--- config.mk ---
export PLATFORM = sky130hd
export DESIGN_NAME = quad_lerp_upsampler
export DESIGN_NICKNAME = d
export VERILOG_FILES = /design/src/rtl/uls_pkg.sv /design/src/rtl/uls_diff.sv /design/src/rtl/uls_points.sv /design/src/rtl/uls_seq.sv /design/src/rtl/quad_lerp_upsampler.sv
export SDC_FILE = /design/constraint.sdc
export NUM_CORES = 1
export LEC_CHECK = 0
export ABC_CLOCK_PERIOD_IN_PS = 7100
export BUFFER_PORTS_ARGS = -buffer_cell sky130_fd_sc_hd__buf_2
export CAP_MARGIN = 10
export CORE_MARGIN = 2
export CORE_UTILIZATION = 30
export DETAILED_ROUTE_END_ITERATION = 12
export PLACE_DENSITY = 0.53
export SETUP_SLACK_MARGIN = 0.3
export SLEW_MARGIN = 20
export SYNTH_ARGS = -nofsm -noshare
export SYNTH_HDL_FRONTEND = slang
export SYNTH_SLANG_ARGS = --single-unit
--- constraint.sdc ---
create_clock -name clk -period 7.1 [get_ports clk]
set_input_delay 1.42 -clock clk [delete_from_list [all_inputs] [get_ports clk]]
set_output_delay 1.42 -clock clk [all_outputs]
set_load 0.05 [all_outputs]
--- src/rtl/uls_pkg.sv ---
package uls_pkg;
  localparam int PHASES  = 4;
  localparam int PHASE_W = $clog2(PHASES);
  typedef logic [PHASE_W-1:0] phase_t;
endpackage

--- src/rtl/uls_diff.sv ---
module uls_diff #(
  parameter int DATA_W = 16
) (
  input  logic signed [DATA_W-1:0] cur,
  input  logic signed [DATA_W-1:0] prev,
  output logic signed [DATA_W:0]   diff
);
  logic signed [DATA_W:0] cur_x;
  logic signed [DATA_W:0] prev_x;

  // one guard bit keeps full-scale steps from wrapping
  assign cur_x  = {cur[DATA_W-1], cur};
  assign prev_x = {prev[DATA_W-1], prev};
  assign diff   = cur_x - prev_x;
endmodule

--- src/rtl/uls_points.sv ---
module uls_points
  import uls_pkg::*;
#(
  parameter int DATA_W = 16
) (
  input  logic signed [DATA_W-1:0] base,
  input  logic signed [DATA_W:0]   diff,
  input  phase_t                   phase,
  output logic signed [DATA_W-1:0] point
);
  localparam int EW = DATA_W + 3;

  logic signed [EW-1:0] d_ext;
  logic signed [EW-1:0] d_triple;
  logic signed [EW-1:0] base_ext;
  logic signed [EW-1:0] offset;
  logic signed [EW-1:0] sum;

  assign d_ext    = {{2{diff[DATA_W]}}, diff};
  assign d_triple = d_ext + (d_ext <<< 1);
  assign base_ext = {{3{base[DATA_W-1]}}, base};

  always_comb begin
    case (phase)
      phase_t'(0): offset = d_ext >>> 2;
      phase_t'(1): offset = d_ext >>> 1;
      phase_t'(2): offset = d_triple >>> 2;
      default:     offset = d_ext;
    endcase
  end

  assign sum   = base_ext + offset;
  // every point lies between the two samples, so the low bits are exact
  assign point = sum[DATA_W-1:0];
endmodule

--- src/rtl/uls_seq.sv ---
module uls_seq
  import uls_pkg::*;
#(
  parameter int DATA_W = 16
) (
  input  logic                     clk,
  input  logic                     rst_n,
  input  logic                     in_valid,
  input  logic signed [DATA_W-1:0] in_data,
  output logic                     in_ready,
  input  logic                     out_ready,
  output logic                     out_valid,
  input  logic signed [DATA_W:0]   diff_in,
  output logic signed [DATA_W-1:0] last_sample,
  output logic signed [DATA_W-1:0] base,
  output logic signed [DATA_W:0]   diff_q,
  output phase_t                   phase
);
  logic busy;
  logic primed;
  logic last_phase;
  logic out_fire;
  logic in_fire;

  assign last_phase = (phase == phase_t'(PHASES - 1));
  assign out_fire   = busy & out_ready;
  assign in_ready   = ~busy | (out_ready & last_phase);
  assign in_fire    = in_valid & in_ready;
  assign out_valid  = busy;

  always_ff @(posedge clk or negedge rst_n) begin
    if (!rst_n) begin
      busy        <= 1'b0;
      primed      <= 1'b0;
      phase       <= '0;
      last_sample <= '0;
      base        <= '0;
      diff_q      <= '0;
    end else if (in_fire) begin
      busy        <= 1'b1;
      primed      <= 1'b1;
      phase       <= '0;
      last_sample <= in_data;
      if (primed) begin
        base   <= last_sample;
        diff_q <= diff_in;
      end else begin
        base   <= in_data;
        diff_q <= '0;
      end
    end else if (out_fire) begin
      if (last_phase) busy <= 1'b0;
      else            phase <= phase + phase_t'(1);
    end
  end
endmodule

--- src/rtl/quad_lerp_upsampler.sv ---
module quad_lerp_upsampler
  import uls_pkg::*;
#(
  parameter int DATA_W = 16
) (
  input  logic                     clk,
  input  logic                     rst_n,
  input  logic                     in_valid,
  output logic                     in_ready,
  input  logic signed [DATA_W-1:0] in_data,
  output logic                     out_valid,
  input  logic                     out_ready,
  output logic signed [DATA_W-1:0] out_data
);
  logic signed [DATA_W:0]   diff_new;
  logic signed [DATA_W:0]   diff_q;
  logic signed [DATA_W-1:0] last_sample;
  logic signed [DATA_W-1:0] base;
  phase_t                   phase;

  uls_diff #(.DATA_W(DATA_W)) u_diff (
    .cur  (in_data),
    .prev (last_sample),
    .diff (diff_new)
  );

  uls_seq #(.DATA_W(DATA_W)) u_seq (
    .clk         (clk),
    .rst_n       (rst_n),
    .in_valid    (in_valid),
    .in_data     (in_data),
    .in_ready    (in_ready),
    .out_ready   (out_ready),
    .out_valid   (out_valid),
    .diff_in     (diff_new),
    .last_sample (last_sample),
    .base        (base),
    .diff_q      (diff_q),
    .phase       (phase)
  );

  uls_points #(.DATA_W(DATA_W)) u_points (
    .base  (base),
    .diff  (diff_q),
    .phase (phase),
    .point (out_data)
  );
endmodule

==> flow_summary.json, run 1 <==
{
  "die_area_sq_mm": 0.0165,
  "numPortBuffers": 37,
  "cts_setup_buffers": 0,
  "path_clk_slew_ns": 0.07,
  "drtIter0Drc": 265,
  "min_period_over_period_pct": 82.9,
  "start_kind": "register",
  "worst_slew_pin_slew_ns": 1.06,
  "htreeDepth": 2,
  "cts_resized": 0,
  "yosysWarnings": 0,
  "start_util_pct": 30.6,
  "antenna_left": 0,
  "max-cap-violations": 0,
  "grt_pass1_vias": 4088,
  "hold_violations": 0,
  "fin_crit_ns": 5.88,
  "syn_area_per_cell_sq_um": 8.49,
  "timing.fmax_ghz": 0.170,
  "timing.slew.headroom_pct": 29.5,
  "synth_seq_cells": 53,
  "clk_path_buf_depth": 2,
  "pin_count": 38,
  "path_max_fanout": 6,
  "skew_ns": 0.00317,
  "die_x_um": 129,
  "gp_congestion": 0.900,
  "dp_hpwl_um": 9000,
  "fp.coreArea_sq_mm": 0.0152,
  "viasPerCell": 5.31,
  "drc_errors": 0,
  "std_cell_rows": 45,
  "final_nets": 648,
  "hold_slack_ns": 0.492,
  "status": "completed",
  "fin_tns_setup_ns": 0,
  "routed_wl_um": 11800,
  "synthCells": 548,
  "hold_class": "register to register",
  "postLayoutCoreUtil_pct": 34.2,
  "synth-edff-count": 0,
  "synthTopCellsByArea": "dfrtp_1, ha_1, o21ai_0",
  "clk_latency_ns": 0.29,
  "synth_cell_type_count": 64,
  "critPathKind": "register to primary output",
  "cts_buffers": 5,
  "drive_gt1_share_pct": 10.4,
  "synth_top_area_cell": "dfrtp_1",
  "synth_nets": 621,
  "wire_per_inst_um": 15.4,
  "final-setup-viol-count": 0,
  "tritoncts": "built",
  "cts_sinks": 53,
  "grtUsageTotal_pct": 14.4,
  "cp-end-kind": "primary output",
  "grt.overflow.total": 0,
  "cp_data_arrival_time_ns": 4.46,
  "diodes": 0,
  "setup_slack_ns": 1.22,
  "rsz0062_at_grt": "no",
  "syn_area_sq_mm": 0.00465,
  "slew_viol_final": 0,
  "vias": 4055,
  "drtPass1Iterations": 5,
  "synth_ff_type": "dfrtp_1",
  "required_ns": 5.68,
  "async_reset_ff_share_pct": 100,
  "fillCellCount": 1574,
  "pre_cts_ws_ns": 1.60,
  "die_h_um": 129,
  "grt_max_degree": 54,
  "ctsHoldBuffers": 0,
  "synth_top_area_share_pct": 28.5,
  "area_growth_pct": 11.6,
  "grt_pass1_wl_um": 19500,
  "antenna_found_initial": 0,
  "clockRootBuffer": "clkbuf_16",
  "yosysSeqAreaShare_pct": 28.5
}
==> state kept, by name, summed over array words and instances, names as in the netlist <==
register / flops
u_seq.diff_q: 17
u_seq.base: 16
u_seq.last_sample: 16
u_seq.phase: 2
u_seq.out_valid: 1
u_seq.primed: 1
==> logic make-up (layout without fill, tap and decap cells) <==
logic type / Yosys count / in the layout / share of synthesized area (%)
buffers and inverters: 63 / 91 / 5.08
adders and majority gates: 53 / 53 / 14.7
and+or+nand+nor: 135 / 135 / 14.1
xor gates and xnor gates: 34 / 34 / 6.40
AOI/OAI and AO/OA: 191 / 191 / 27.1
muxes: 19 / 19 / 4.09
DFF: 53 / 53 / 28.5
==> cells in the mapped netlist (2+ instances only) <==
| library cell | count |
|---|---|
| ha_1 | 50 |
| a41o_1 | 2 |
| clkbuf_1 | 19 |
| or2_2 | 2 |
| a222oi_1 | 4 |
| mux2i_1 | 19 |
| a221o_1 | 8 |
| o211ai_1 | 4 |
| nand3_1 | 10 |
| a211oi_1 | 2 |
| a22o_1 | 2 |
| buf_1 | 2 |
| inv_1 | 42 |
| o31ai_1 | 2 |
| o22ai_1 | 8 |
| nor2_1 | 16 |
| a21o_1 | 11 |
| nand2_1 | 60 |
| nor4b_1 | 2 |
| o21ai_0 | 60 |
| xor2_1 | 15 |
| dfrtp_1 | 53 |
| nand2b_1 | 4 |
| a221oi_1 | 5 |
| and2_1 | 2 |
| xnor2_1 | 19 |
| o21a_1 | 8 |
| o21bai_1 | 6 |
| nor3_1 | 11 |
| nor2b_1 | 7 |
| and3_1 | 3 |
| a21oi_1 | 45 |
| a31oi_1 | 4 |
| fa_1 | 3 |
| a2111oi_0 | 2 |
| or3_1 | 4 |
| nand4_1 | 5 |
==> layer usage <==
layer  share of wire [%]  wire (um)  global-route usage, %  vias to the layer above
met3                 3.8        452                   1.70                       17
met4                 1.9        225                   5.05                        0
met2                  47       5520                   24.4                       95
li1                    -          -                      -                     2052
met1                  47       5560                   19.1                     1891
met5                   0          0                      0                        -
==> critical path, stage by stage, from the launching register on <==
cell and delay [ns]:
dfrtp_1 0.45, ha_1 0.36, a21oi_1 0.21, nand2_1 0.11
a21o_1 0.19, a21oi_1 0.18, xnor2_1 0.08, a222oi_1 0.30
mux2i_1 0.14, ha_1 0.34, a21oi_1 0.29, o21ai_0 0.19
a31o_2 0.30, a41o_1 0.26, a21oi_1 0.21, a21oi_1 0.11
xor2_1 0.15, buf_2 0.28
==> worst paths after layout <==
check	from	endpoint	slack, ns	depth (start not counted)
max in group asynchronous	rst_n	u_seq.last_sample[1]$_DFFE_PN0P_	5.41	2
hold reg to reg	u_seq.base[0]$_DFFE_PN0P_	u_seq.base[0]$_DFFE_PN0P_	0.49	2
hold / removal	u_seq.base[0]$_DFFE_PN0P_	u_seq.base[0]$_DFFE_PN0P_	0.49	2
setup / recovery	u_seq.diff_q[3]$_DFFE_PN0P_	out_data[14]	1.22	17
min in group asynchronous	rst_n	u_seq.phase[1]$_DFFE_PN0P_	1.23	2
setup reg to reg	u_seq.last_sample[0]$_DFFE_PN0P_	u_seq.diff_q[14]$_DFFE_PN0P_	4.26	10
==> cells in the final DEF (no fill, tap or decap), types with 2 or more instances in the layout <==
| cell | instances |
|---|---|
| ha_1 | 50 |
| fa_1 | 3 |
| o22ai_1 | 8 |
| nand2_1 | 60 |
| o31ai_1 | 2 |
| a221o_1 | 8 |
| a21o_1 | 11 |
| and3_1 | 3 |
| or3_1 | 4 |
| o21bai_1 | 6 |
| o21ai_0 | 60 |
| and2_1 | 2 |
| nand2b_1 | 4 |
| xor2_1 | 15 |
| nor2_1 | 16 |
| xnor2_1 | 19 |
| nor4b_1 | 2 |
| nand4_1 | 5 |
| o21a_1 | 8 |
| a31oi_1 | 4 |
| a41o_1 | 2 |
| nor3_1 | 11 |
| a211oi_1 | 2 |
| o211ai_1 | 4 |
| a221oi_1 | 5 |
| a21oi_1 | 45 |
| a22o_1 | 2 |
| inv_1 | 42 |
| buf_4 | 4 |
| or2_2 | 2 |
| a2111oi_0 | 2 |
| buf_2 | 37 |
| a222oi_1 | 4 |
| dfrtp_1 | 53 |
| mux2i_1 | 19 |
| nor2b_1 | 7 |
| nand3_1 | 10 |
| clkbuf_16 | 5 |
==> area by class of cell <==
type / instances / area (sq um) / area share, %
multi-input combinational: 432 / 3090 / 59.5
sequential: 53 / 1330 / 25.5
tap: 188 / 235 / 4.53
timing repair buffer: 41 / 215 / 4.14
inverter: 42 / 158 / 3.04
clock buffer: 6 / 129 / 2.48
clock inverter: 2 / 38.8 / 0.747
==> per-stage QoR <==
stage,area (sq um),cells
final,5190,764
after global routing,5190,764
after CTS,5190,764
after detailed placement,5030,756
after global placement,5030,756
after floorplan,4650,548
Power of run 1 is left out: the tool's default activity adds up to more than one toggle a clock period on the data nets, which glitch-free logic cannot reach.
==> run 2: changes to the inputs <==
--- a/config.mk
+++ b/config.mk
@@ -5,13 +5,13 @@
 export SDC_FILE = /design/constraint.sdc
 export NUM_CORES = 1
 export LEC_CHECK = 0
-export ABC_CLOCK_PERIOD_IN_PS = 7100
+export ABC_CLOCK_PERIOD_IN_PS = 5000
 export BUFFER_PORTS_ARGS = -buffer_cell sky130_fd_sc_hd__buf_2
 export CAP_MARGIN = 10
 export CORE_MARGIN = 2
 export CORE_UTILIZATION = 30
 export DETAILED_ROUTE_END_ITERATION = 12
-export PLACE_DENSITY = 0.53
+export PLACE_DENSITY = 0.54
 export SETUP_SLACK_MARGIN = 0.3
 export SLEW_MARGIN = 20
 export SYNTH_ARGS = -nofsm -noshare
==> constraint.sdc (replaced) <==
create_clock -name clk -period 5 [get_ports clk]
set_input_delay 1 -clock clk [delete_from_list [all_inputs] [get_ports clk]]
set_output_delay 1 -clock clk [all_outputs]
set_load 0.05 [all_outputs]
==> flow_summary.json, run 2 (synthesized netlist as in run 1, its figures left out) <==
{
  "ctsHoldBuffers": 0,
  "crit-reg2reg-launch": "u_seq.last_sample[0]$_DFFE_PN0P_",
  "r2r-end": "u_seq.diff_q[14]$_DFFE_PN0P_",
  "most-common-layout-cells": "nand2_1, o21ai_0, dfrtp_1, ha_1, inv_1",
  "die_h_um": 129,
  "min-delay-start": "u_seq.base[0]$_DFFE_PN0P_",
  "status": "completed",
  "slowest_stage": "dfrtp_1",
  "dp_hpwl_um": 9020,
  "drive_gt1_share_pct": 23.0,
  "start_util_pct": 30.6,
  "final-setup-viol-count": 0,
  "largestRegisters": "u_seq.diff_q x17, u_seq.base x16, u_seq.last_sample x16",
  "fin_crit_ns": 4.85,
  "crit_chain": "ha_1 -> nand4_1 -> o21ai_0 -> nor3_2 -> o21ai_1 -> xor2_1 -> a222oi_1 -> a21oi_1 -> ha_1 -> a21o_1 -> a21oi_2 -> nand2_1 -> a41o_1 -> a21oi_2 -> a21oi_2 -> xor2_4 -> buf_6",
  "wire_per_inst_um": 15.2,
  "r2r_slack_ns": 2.07,
  "vias": 4156,
  "grt.overflow.total": 0,
  "grt_pass1_wl_um": 19800,
  "final_nets": 680,
  "critPathKind": "register to primary output",
  "fillCellCount": 1548,
  "std_cell_rows": 45,
  "routed_wl_um": 12100,
  "grtUsageTotal_pct": 14.9,
  "grt_pass1_vias": 3996,
  "timing.slew.headroom_pct": 27.1,
  "cts_buffers": 5,
  "rsz0062_at_grt": "yes",
  "pin_count": 38,
  "drtIter0Drc": 221,
  "clockRootBuffer": "clkbuf_16",
  "drtPass1Iterations": 5,
  "cp_common_cell": "a21oi_2",
  "drc_errors": 0,
  "die_x_um": 129,
  "tritoncts": "built",
  "min_period_over_period_pct": 96.9,
  "viasPerCell": 5.22,
  "cp-end-kind": "primary output",
  "regMostFlops": "u_seq.diff_q",
  "worstHoldEndpoint": "u_seq.base[0]$_DFFE_PN0P_",
  "cts_sinks": 53,
  "htreeDepth": 2,
  "slew_viol_final": 0,
  "rr_worst_depth": 10,
  "fp.coreArea_sq_mm": 0.0152,
  "max-cap-violations": 0,
  "cp_data_arrival_time_ns": 3.85,
  "die_area_sq_mm": 0.0165,
  "clk_path_buf_depth": 2,
  "start_kind": "register",
  "antenna_left": 0,
  "layout_commonest_cell": "nand2_1",
  "grt_max_degree": 54,
  "required_ns": 4.00,
  "worst_slew_pin_slew_ns": 1.09,
  "hold_violations": 0,
  "stdcell_area_sq_mm": 0.00574,
  "timing.fmax_ghz": 0.206,
  "numPortBuffers": 37,
  "slowest_delay_ns": 0.46,
  "clk_latency_ns": 0.29,
  "hold_depth": 2,
  "antenna_found_initial": 0,
  "gp_congestion": 0.863,
  "path_clk_slew_ns": 0.06,
  "hold_class": "register to register",
  "dpl-instance-area_sq_mm": 0.00514,
  "path_max_fanout": 7,
  "area_growth_pct": 23.4,
  "skew_ns": 0.00688,
  "largest_reg_flops": 17,
  "diodes": 0
}
## run 2: worst max-delay path, delay by kind of cell (launching register included)
kind | cells | cell delay (ns)
xor gates and xnor gates | 2 | 0.31
adders and majority gates | 2 | 0.73
and+or+nand+nor | 3 | 0.38
DFF | 1 | 0.46
buffers and inverters | 1 | 0.16
AOI/OAI and AO/OA | 9 | 1.53
## run 2: worst max path at each step
stage	slack, ns	cells after the start	startpoint	to
global placement	0.07	17	u_seq.diff_q[2]$_DFFE_PN0P_	out_data[14]
detailed placement	-0.004	17	u_seq.diff_q[2]$_DFFE_PN0P_	out_data[14]
finish	0.15	17	u_seq.diff_q[4]$_DFFE_PN0P_	out_data[14]
global route	-0.01	17	u_seq.diff_q[2]$_DFFE_PN0P_	out_data[14]
CTS	0.15	16	u_seq.diff_q[2]$_DFFE_PN0P_	out_data[15]
floorplan	0.24	15	u_seq.diff_q[5]$_DFFE_PN0P_	out_data[15]
## run 2: metal layers
layer	global-route usage, %	vias up	part of all wire (%)
met5	0	-	0
li1	-	2123	-
met1	21.1	1929	49
met4	4.80	0	2.1
met2	23.8	94	45
met3	1.58	10	4.4
## run 2: stage by stage
step / TNS, ns / hold slack [ns] / cells / setup slack [ns] / utilization [%]
2_1_floorplan: 0 / 0.456 / 548 / 0.239 / -
3_3_place_gp: 0 / 0.495 / 766 / 0.0687 / 33.8
3_5_place_dp: -0.00353 / 0.492 / 766 / -0.00353 / 33.8
4_1_cts: 0 / 0.507 / 790 / 0.152 / 36.6
5_1_grt: -0.0140 / 0.549 / 796 / -0.0140 / 37.8
6_report: 0 / 0.502 / 796 / 0.153 / 37.8
## run 2: timing repair
| action | CTS | global route |
|---|---|---|
| gates resized for setup | 41 | 28 |
| pin swaps | 15 | 23 |
| endpoints found under the setup margin | 8 | 9 |
| buffers inserted | 16 | 6 |
## run 2: layout make-up
class	count	area, sq um	share of cell area [%]
Tap cell	188	235	4.10
Clock inverter	2	15.0	0.261
Sequential cell	53	1330	23.2
Inverter	42	158	2.75
Clock buffer	6	129	2.24
Timing Repair Buffer	73	488	8.50
Multi-Input combinational cell	432	3390	59.0
Power of run 2 is left out for the same reason.
